<file path="config.mk">
export PLATFORM = sky130hd
export DESIGN_NAME = edge_dir_classifier
export DESIGN_NICKNAME = d
export VERILOG_FILES = /design/src/rtl/edc_pkg.sv /design/src/rtl/edc_step_det.sv /design/src/rtl/edc_updown.sv /design/src/rtl/edc_decide.sv /design/src/rtl/edge_dir_classifier.sv
export SDC_FILE = /design/constraint.sdc
export NUM_CORES = 1
export LEC_CHECK = 0
export BUFFER_PORTS_ARGS = -buffer_cell sky130_fd_sc_hd__buf_2
export CAP_MARGIN = 20
export CORE_MARGIN = 2
export CORE_UTILIZATION = 35
export CTS_BUF_LIST = sky130_fd_sc_hd__clkbuf_4
export CTS_CLUSTER_DIAMETER = 30
export CTS_CLUSTER_SIZE = 10
export DETAILED_ROUTE_END_ITERATION = 6
export PLACE_DENSITY = 0.62
export SLEW_MARGIN = 15
export SYNTH_ARGS = -nofsm -noshare
export SYNTH_HDL_FRONTEND = slang
export SYNTH_SLANG_ARGS = --single-unit
</file>
<file path="constraint.sdc">
create_clock -name clk_i -period 6.41 [get_ports clk_i]
set_clock_uncertainty 0.15 [all_clocks]
set_input_delay 0.3205 -clock clk_i [delete_from_list [all_inputs] [get_ports clk_i]]
set_output_delay 0.3205 -clock clk_i [all_outputs]
set_load 0.1 [all_outputs]
</file>
<file path="src/rtl/edc_pkg.sv">
package edc_pkg;
  typedef enum logic [2:0] {
    DIR_FLAT = 3'd0,
    DIR_H    = 3'd1,
    DIR_D45  = 3'd2,
    DIR_V    = 3'd3,
    DIR_D135 = 3'd4
  } dir_e;
endpackage

</file>
<file path="src/rtl/edc_step_det.sv">
module edc_step_det #(
  parameter int PIX_W     = 8,
  parameter int TAU_SHIFT = 3
) (
  input  logic             en_i,
  input  logic [PIX_W-1:0] cur_i,
  input  logic [PIX_W-1:0] ref_i,
  output logic             up_o,
  output logic             dn_o
);
  localparam int W = PIX_W + TAU_SHIFT + 2;

  logic signed [W-1:0] cur_e, ref_e, diff, scaled, sum;

  assign cur_e  = $signed({{(W-PIX_W){1'b0}}, cur_i});
  assign ref_e  = $signed({{(W-PIX_W){1'b0}}, ref_i});
  assign diff   = cur_e - ref_e;
  assign scaled = diff <<< TAU_SHIFT;
  assign sum    = cur_e + ref_e;

  // relative step against mean: 2^TAU_SHIFT*d vs sum (tau = 2/2^TAU_SHIFT)
  assign up_o = en_i && (scaled > sum);
  assign dn_o = en_i && ((-scaled) > sum);
endmodule

</file>
<file path="src/rtl/edc_updown.sv">
module edc_updown #(
  parameter int CNT_W = 7
) (
  input  logic                    clk_i,
  input  logic                    rst_ni,
  input  logic                    clr_i,
  input  logic                    up_i,
  input  logic                    dn_i,
  output logic signed [CNT_W-1:0] cnt_o
);
  localparam logic signed [CNT_W-1:0] ONE = CNT_W'(1);

  always_ff @(posedge clk_i or negedge rst_ni) begin
    if (!rst_ni)            cnt_o <= '0;
    else if (clr_i)         cnt_o <= '0;
    else if (up_i && !dn_i) cnt_o <= cnt_o + ONE;
    else if (dn_i && !up_i) cnt_o <= cnt_o - ONE;
  end
endmodule

</file>
<file path="src/rtl/edc_decide.sv">
module edc_decide
  import edc_pkg::*;
#(
  parameter int CNT_W   = 7,
  parameter int MIN_LEN = 6
) (
  input  logic signed [CNT_W-1:0] h_i,
  input  logic signed [CNT_W-1:0] v_i,
  output dir_e                    dir_o
);
  localparam logic [CNT_W-1:0] LIM = CNT_W'(MIN_LEN);

  logic [CNT_W-1:0] mag_h, mag_v;
  logic             big_h, big_v, same_sign;

  assign mag_h     = h_i[CNT_W-1] ? CNT_W'(-h_i) : CNT_W'(h_i);
  assign mag_v     = v_i[CNT_W-1] ? CNT_W'(-v_i) : CNT_W'(v_i);
  assign big_h     = mag_h > LIM;
  assign big_v     = mag_v > LIM;
  assign same_sign = h_i[CNT_W-1] == v_i[CNT_W-1];

  always_comb begin
    unique case ({big_h, big_v})
      2'b00:   dir_o = DIR_FLAT;
      2'b10:   dir_o = DIR_H;
      2'b01:   dir_o = DIR_V;
      default: dir_o = same_sign ? DIR_D45 : DIR_D135;
    endcase
  end
endmodule

</file>
<file path="src/rtl/edge_dir_classifier.sv">
module edge_dir_classifier
  import edc_pkg::*;
#(
  parameter int PIX_W     = 8,
  parameter int BLK       = 8,
  parameter int TAU_SHIFT = 3,
  parameter int MIN_LEN   = 6,
  parameter int CNT_W     = 7
) (
  input  logic             clk_i,
  input  logic             rst_ni,
  input  logic             start_i,
  input  logic             pix_valid_i,
  input  logic [PIX_W-1:0] pix_i,
  output logic [2:0]       dir_o,
  output logic             done_o
);
  localparam int POS_W = (BLK > 1) ? $clog2(BLK) : 1;
  localparam logic [POS_W-1:0] POS_LAST = POS_W'(BLK - 1);
  localparam logic [POS_W-1:0] POS_ONE  = POS_W'(1);

  logic             busy_q, done_q;
  logic [POS_W-1:0] col_q, row_q;
  logic [PIX_W-1:0] left_q;
  logic [PIX_W-1:0] line_q [BLK];
  logic             accept, last;
  logic             h_up, h_dn, v_up, v_dn;
  logic signed [CNT_W-1:0] h_cnt, v_cnt;
  dir_e             dir;

  assign accept = busy_q && pix_valid_i && !start_i;
  assign last   = accept && (col_q == POS_LAST) && (row_q == POS_LAST);

  always_ff @(posedge clk_i or negedge rst_ni) begin
    if (!rst_ni) begin
      busy_q <= 1'b0;
      done_q <= 1'b0;
      col_q  <= '0;
      row_q  <= '0;
    end else begin
      done_q <= last;
      if (start_i) begin
        busy_q <= 1'b1;
        col_q  <= '0;
        row_q  <= '0;
      end else if (accept) begin
        if (last) busy_q <= 1'b0;
        if (col_q == POS_LAST) begin
          col_q <= '0;
          row_q <= row_q + POS_ONE;
        end else begin
          col_q <= col_q + POS_ONE;
        end
      end
    end
  end

  always_ff @(posedge clk_i or negedge rst_ni) begin
    if (!rst_ni)     left_q <= '0;
    else if (accept) left_q <= pix_i;
  end

  // one-line delay: entry BLK-1 holds the sample directly above
  for (genvar g = 0; g < BLK; g++) begin : g_line
    always_ff @(posedge clk_i or negedge rst_ni) begin
      if (!rst_ni)     line_q[g] <= '0;
      else if (accept) line_q[g] <= (g == 0) ? pix_i : line_q[(g == 0) ? 0 : g-1];
    end
  end

  edc_step_det #(.PIX_W(PIX_W), .TAU_SHIFT(TAU_SHIFT)) u_det_h (
    .en_i  (accept && (col_q != '0)),
    .cur_i (pix_i),
    .ref_i (left_q),
    .up_o  (h_up),
    .dn_o  (h_dn)
  );

  edc_step_det #(.PIX_W(PIX_W), .TAU_SHIFT(TAU_SHIFT)) u_det_v (
    .en_i  (accept && (row_q != '0)),
    .cur_i (pix_i),
    .ref_i (line_q[BLK-1]),
    .up_o  (v_up),
    .dn_o  (v_dn)
  );

  edc_updown #(.CNT_W(CNT_W)) u_cnt_h (
    .clk_i (clk_i), .rst_ni (rst_ni), .clr_i (start_i),
    .up_i  (h_up),  .dn_i   (h_dn),   .cnt_o (h_cnt)
  );

  edc_updown #(.CNT_W(CNT_W)) u_cnt_v (
    .clk_i (clk_i), .rst_ni (rst_ni), .clr_i (start_i),
    .up_i  (v_up),  .dn_i   (v_dn),   .cnt_o (v_cnt)
  );

  edc_decide #(.CNT_W(CNT_W), .MIN_LEN(MIN_LEN)) u_decide (
    .h_i   (h_cnt),
    .v_i   (v_cnt),
    .dir_o (dir)
  );

  assign dir_o  = 3'(dir);
  assign done_o = done_q;
endmodule

</file>
==> results_dict.tcl, run 1 <==
set metrics [dict create \
    required_ns 6.61 \
    post-route-cell-area_um2 6930 \
    worstHoldPathType "in2reg" \
    grt_usage_pct 14.2 \
    synthMostInstantiatedCell "nand2_1" \
    io_pins 16 \
    drive_above_1_share_pct 8.10 \
    clk_pin_slew_worst_paths_ns 0.15 \
    post-route-min-period_ns 5.82 \
    core_area_um2 18000 \
    seq_area_frac_synth_pct 33.3 \
    rows 49 \
    synth_top_area_share_pct 33.3 \
    hold_ws_ns 0.0301 \
    synth-seq-cells 86 \
    yosysTopAreaCell "dfrtp_1" \
    arrival_ns 6.02 \
    grt_pass1_vias 4836 \
    finalHoldViolCount 0 \
    drv_cap 0 \
    path_class "in2reg" \
    wire_per_inst_um 13.1 \
    p_leak_nw 3.38 \
    synthCells 763 \
    cts_root_buffer "clkbuf_4" \
    antenna_found_initial 1 \
    cts_tree "built" \
    place_congestion 0.812 \
    synth_enable_flop_cells 0 \
    synthTopCellsByArea "dfrtp_1 (33%), ha_1 (15%), nand2_1 (10%)" \
    cp-start-kind "input port" \
    io_buffers 15 \
    start_util_pct 35.9 \
    ff2ff_setup_slack_ns 0.62 \
    die-height_um 140 \
    fmax_ghz 0.172 \
    dr.first_iter.drc_count 223 \
    slew_viol_final 0 \
    finalSetupTns_ns 0 \
    die_w_um 140 \
    relSlewSlack_pct 30.2 \
    setup_viol 0 \
    vias 4960 \
    yosysUniqueCellTypes 70 \
    p_per_area_nw_per_um2 269 \
    fp.dieArea_um2 19600 \
    htreeDepth 3 \
    synth_warnings 0 \
    grt_max_degree 73 \
    ant_nets 0 \
    status "finished clean" \
    post-place-ws_ns 0.658 \
    end_kind "flop" \
    synthesis.nets 858 \
    wl_mm 13.2 \
    syn_to_final_growth_pct 7.16 \
    hpwl_mm 9.58 \
    synth_common_cells "nand2_1 (173), dfrtp_1 (86), ha_1 (79)" \
    overflow 0 \
    via_per_inst 4.92 \
    tightest_slew_ns 1.05 \
    syn_avg_cell_area_um2 8.48 \
    fin_ws_ns 0.595 \
    rsz0062_at_grt "false" \
    dpl_cell_area_um2 6740 \
    clock_latency_ns 0.47 \
    drc_errors 0 \
    async_flop_share_pct 100 \
    grt_pass1_wl_mm 23.1 \
    cts.sink_count 86 \
    ys.flop_type "dfrtp_1" \
    syn-cell-area_um2 6470 \
    finalNetCount 868 \
    dr.pass1.iters 4 \
    cts_buffer_depth 2 \
    crit_fanout 16 \
    post-route-period-util_pct 90.7 \
    cts_made_buffers 9 \
    vdd_drop_max_mv 0.103 \
]
-- worst max-delay path, stage by stage --
cell and delay (ns):
dlygate4sd3_1 0.54, buf_2 0.16, ha_1 0.47, o21a_1 0.16
o31a_1 0.28, o21ai_0 0.15, a21oi_1 0.21, nor2_1 0.10
xor2_1 0.16, ha_1 0.30, nand2_1 0.08, nor4b_2 0.26
nor2_1 0.07, a21oi_1 0.20, a221oi_1 0.11, o2111ai_1 0.23
a21oi_2 0.04, buf_4 0.19, nand2b_1 0.28, fa_1 0.45
a21o_1 0.20, a21oi_1 0.24, nor2b_1 0.07, o21ai_0 0.15
nand2b_1 0.10, nand3_1 0.09, a21oi_1 0.07, a311o_1 0.31
-- layout by cell type (no fill, tap or decap), drive strengths merged, types with 4 or more instances in the layout --
master and n:
nor2b 11, o21a 5, nor3b 5, nand3b 6
a21oi 36, clkinv 6, nor2 59, o41ai 4
ha 79, inv 51, a21o 14, xnor2 27
dlygate4sd3 6, nand2 173, clkbuf 9, nand3 16
o221ai 4, dfrtp 86, nand2b 12, o21ai 49
or3 4, xor2 12, buf 21, nor3 13
fa 4, mux2i 5, o21bai 9
-- state kept, by name (all words and copies together), names as in the netlist --
| signal | cells |
|---|---|
| u_cnt_h.cnt_o | 7 |
| row_q | 3 |
| done_o | 1 |
| u_cnt_v.cnt_o | 7 |
| busy_q | 1 |
| col_q | 3 |
| line_q | 64 |
-- cell type report --
class	count	area, um2
Fill cell	1853	11100
Multi-Input combinational cell	599	4010
Sequential cell	86	2150
Tap cell	229	287
Inverter	50	188
Timing Repair Buffer	27	183
Clock buffer	9	67.6
Clock inverter	7	48.8
Antenna cell	1	2.50
-- what timing repair did --
item                                    4_1_cts  5_1_grt
resized for setup                             0        1
hold buffers                                  5        1
hold endpoints to repair                     49        1
endpoints found under the setup margin        0        1
buffers inserted                              0        1
-- final timing paths --
check,startpoint,to,cells past startpoint
worst min register to register,line_q[24]$_DFFE_PN0P_,line_q[16]$_DFFE_PN0P_,2
worst min-delay path,pix_i[1],line_q[57]$_DFFE_PN0P_,3
min in group asynchronous,rst_ni,col_q[1]$_DFFE_PN0P_,2
worst max-delay path,pix_i[2],u_cnt_h.cnt_o[6]$_DFFE_PN0P_,28
worst max register to register,line_q[56]$_DFFE_PN0P_,u_cnt_h.cnt_o[6]$_DFFE_PN0P_,27
max in group asynchronous,rst_ni,line_q[58]$_DFFE_PN0P_,3
-- power by group --
group / switching, mW / internal, mW / total (mW) / leakage, nW
combinational: 0.524 / 0.375 / 0.899 / 2.17
clock: 0.204 / 0.0806 / 0.285 / 0.0677
sequential: 0.0554 / 0.626 / 0.681 / 1.13
-- cell families (layout without fill, tap and decap cells) --
family                   after synthesis  count (layout)  synth area share (%)
AND/OR/NAND/NOR                      316             316                  21.8
other                                  0               1                     0
buffers and inverters                 78              93                  5.05
flip-flops                            86              86                  33.3
AO/OA/AOI/OAI                        153             153                  16.5
XOR/XNOR                              40              40                  5.74
adder cells (fa/ha/maj)               83              83                  16.5
multiplexers                           7               7                  1.12
-- metal layers --
| metal | up-vias | share of wire (%) | track usage [%] |
|---|---|---|---|
| li1 | 2607 | - | - |
| met5 | - | 0 | 0 |
| met4 | 0 | 1.4 | 4.26 |
| met3 | 16 | 1.9 | 2.43 |
| met2 | 38 | 45 | 23.1 |
| met1 | 2299 | 52 | 19.6 |
-- through the flow --
step | power [mW] | utilization (%) | std cells
2_1_floorplan | 1.40 | - | 763
6_report | 1.86 | 38.5 | 1008
3_5_place_dp | 1.58 | 37.4 | 984
5_1_grt | 2.04 | 38.5 | 1008
3_3_place_gp | 1.57 | 37.4 | 984
4_1_cts | 1.88 | 38.3 | 1005
Note: power is estimated with default switching activity, not from simulation.
==> run 2: changes to the inputs <==
--- a/config.mk
+++ b/config.mk
@@ -7,13 +7,15 @@
 export LEC_CHECK = 0
 export BUFFER_PORTS_ARGS = -buffer_cell sky130_fd_sc_hd__buf_2
 export CAP_MARGIN = 20
+export CELL_PAD_IN_SITES_DETAIL_PLACEMENT = 0
+export CELL_PAD_IN_SITES_GLOBAL_PLACEMENT = 1
 export CORE_MARGIN = 2
 export CORE_UTILIZATION = 35
 export CTS_BUF_LIST = sky130_fd_sc_hd__clkbuf_4
 export CTS_CLUSTER_DIAMETER = 30
 export CTS_CLUSTER_SIZE = 10
 export DETAILED_ROUTE_END_ITERATION = 6
-export PLACE_DENSITY = 0.62
+export PLACE_DENSITY = 0.73
 export SLEW_MARGIN = 15
 export SYNTH_ARGS = -nofsm -noshare
 export SYNTH_HDL_FRONTEND = slang
==> results_dict.tcl, run 2 (same netlist as run 1, synthesis figures left out) <==
set metrics [dict create \
    tightest_slew_ns 0.888 \
    fin_ws_ns 0.538 \
    core_area_um2 18000 \
    drive_above_1_share_pct 8.07 \
    fp.dieArea_um2 19600 \
    cts_buffer_depth 2 \
    fin_cells 1011 \
    reg_top3 "line_q (64), u_cnt_h.cnt_o (7), u_cnt_v.cnt_o (7)" \
    crit_top_cell "a21oi_1" \
    cts_setup_buffers 0 \
    grt_util_met2_pct 22.4 \
    drc_errors 0 \
    die_w_um 140 \
    dr.first_iter.drc_count 362 \
    p_leak_nw 3.42 \
    hpwl_mm 10.0 \
    wl_mm 13.8 \
    vdd_drop_max_mv 0.112 \
    io_pins 16 \
    largest_reg_flops 64 \
    place_congestion 0.825 \
    finalSetupTns_ns 0 \
    cp_num_buf_inv 3 \
    io_buffers 15 \
    cts_made_buffers 9 \
    top_usage_layer "met2" \
    rsz0062_at_grt "false" \
    place_inst 984 \
    max_stage_delay_ns 0.53 \
    vias 5039 \
    setup_viol 0 \
    rows 49 \
    hold_ws_ns 0.0856 \
    power_mw 1.96 \
    syn_to_final_growth_pct 8.66 \
    ant_nets 0 \
    wire_per_inst_um 13.7 \
    status "finished clean" \
    via_per_inst 4.98 \
    finalHoldViolCount 0 \
    layout_common_cells "nand2_1 (173), dfrtp_1 (86), ha_1 (79)" \
    p_per_area_nw_per_um2 278 \
    relSlewSlack_pct 40.8 \
    grtUsageMet1_pct 21.6 \
    cp_slowest_cell "dlygate4sd3_1" \
    antenna_found_initial 1 \
    required_ns 6.62 \
    slew_viol_final 0 \
    htreeDepth 3 \
    overflow 0 \
    clock_latency_ns 0.47 \
    clk_pin_slew_worst_paths_ns 0.16 \
    post-route-period-util_pct 91.6 \
    layout_commonest_cell "nand2_1" \
    cp_top_family "compound AO/OA/AOI/OAI gates" \
    finalNetCount 871 \
    worstHoldPathType "in2async" \
    ctsResizeCount 0 \
    hold_buffers 9 \
    post-route-min-period_ns 5.87 \
    dr.pass1.iters 7 \
    start_util_pct 35.9 \
    arrival_ns 6.08 \
    grt_pass1_vias 4826 \
    die-height_um 140 \
    crit_fanout 16 \
    fill_cells 1888 \
    grt_max_degree 73 \
    post-place-ws_ns 0.599 \
    path_class "in2reg" \
    drv_cap 0 \
    cp-start-kind "input port" \
    cts_root_buffer "clkbuf_4" \
    met3_usage_pct 2.60 \
    grt_usage_pct 14.9 \
    fmax_ghz 0.170 \
    end_kind "flop" \
    regMostFlops "line_q" \
    cts.sink_count 86 \
    cts_tree "built" \
    grt_pass1_wl_mm 23.9 \
]
==> run 2: power by group <==
part           switching [mW]  total (mW)  internal [mW]
sequential             0.0563       0.682          0.626
clock                   0.207       0.370          0.163
combinational           0.528       0.905          0.377
total                   0.792        1.96           1.17
==> run 2: routing by layer <==
layer / vias up / wire [um]
li1: 2615 / -
met1: 2356 / 7280
met2: 50 / 5960
met3: 18 / 260
met4: 0 / 297
met5: - / 0
==> run 2: worst register-to-register path: cells and delay by family (launching register included) <==
family	cells	cell delay, ns
flops	1	0.42
buf+inv	2	0.29
xor+xnor	1	0.16
compound gates	12	2.19
simple gates	9	1.40
fa+ha+maj	3	1.07
==> run 2: per-stage QoR <==
step	utilization, %	area [um2]
5_1_grt	39.0	7030
6_report	39.0	7030
4_1_cts	38.8	7000
3_5_place_dp	37.4	6740
3_3_place_gp	37.4	6740
2_1_floorplan	-	6470
==> run 2: path summary, 6_finish.rpt <==
check | slack, ns | start | end | depth (start not counted)
setup reg to reg | 0.62 | line_q[57]$_DFFE_PN0P_ | u_cnt_h.cnt_o[6]$_DFFE_PN0P_ | 27
setup / recovery | 0.54 | pix_i[1] | u_cnt_h.cnt_o[6]$_DFFE_PN0P_ | 28
min in group clk_i | 0.13 | pix_i[0] | line_q[56]$_DFFE_PN0P_ | 3
max in group asynchronous | 4.83 | rst_ni | u_cnt_v.cnt_o[2]$_DFFE_PN0P_ | 3
hold reg to reg | 0.33 | line_q[25]$_DFFE_PN0P_ | line_q[17]$_DFFE_PN0P_ | 2
hold / removal | 0.09 | rst_ni | line_q[12]$_DFFE_PN0P_ | 2
==> run 2: layout make-up <==
type / count / area [um2] / area share (%)
sequential: 86 / 2150 / 30.6
multi-input combinational: 599 / 4000 / 56.9
antenna: 1 / 2.50 / 0.0356
tap: 229 / 287 / 4.08
inverter: 50 / 188 / 2.67
timing repair buffer: 30 / 233 / 3.31
clock inverter: 7 / 103 / 1.46
clock buffer: 9 / 67.6 / 0.961
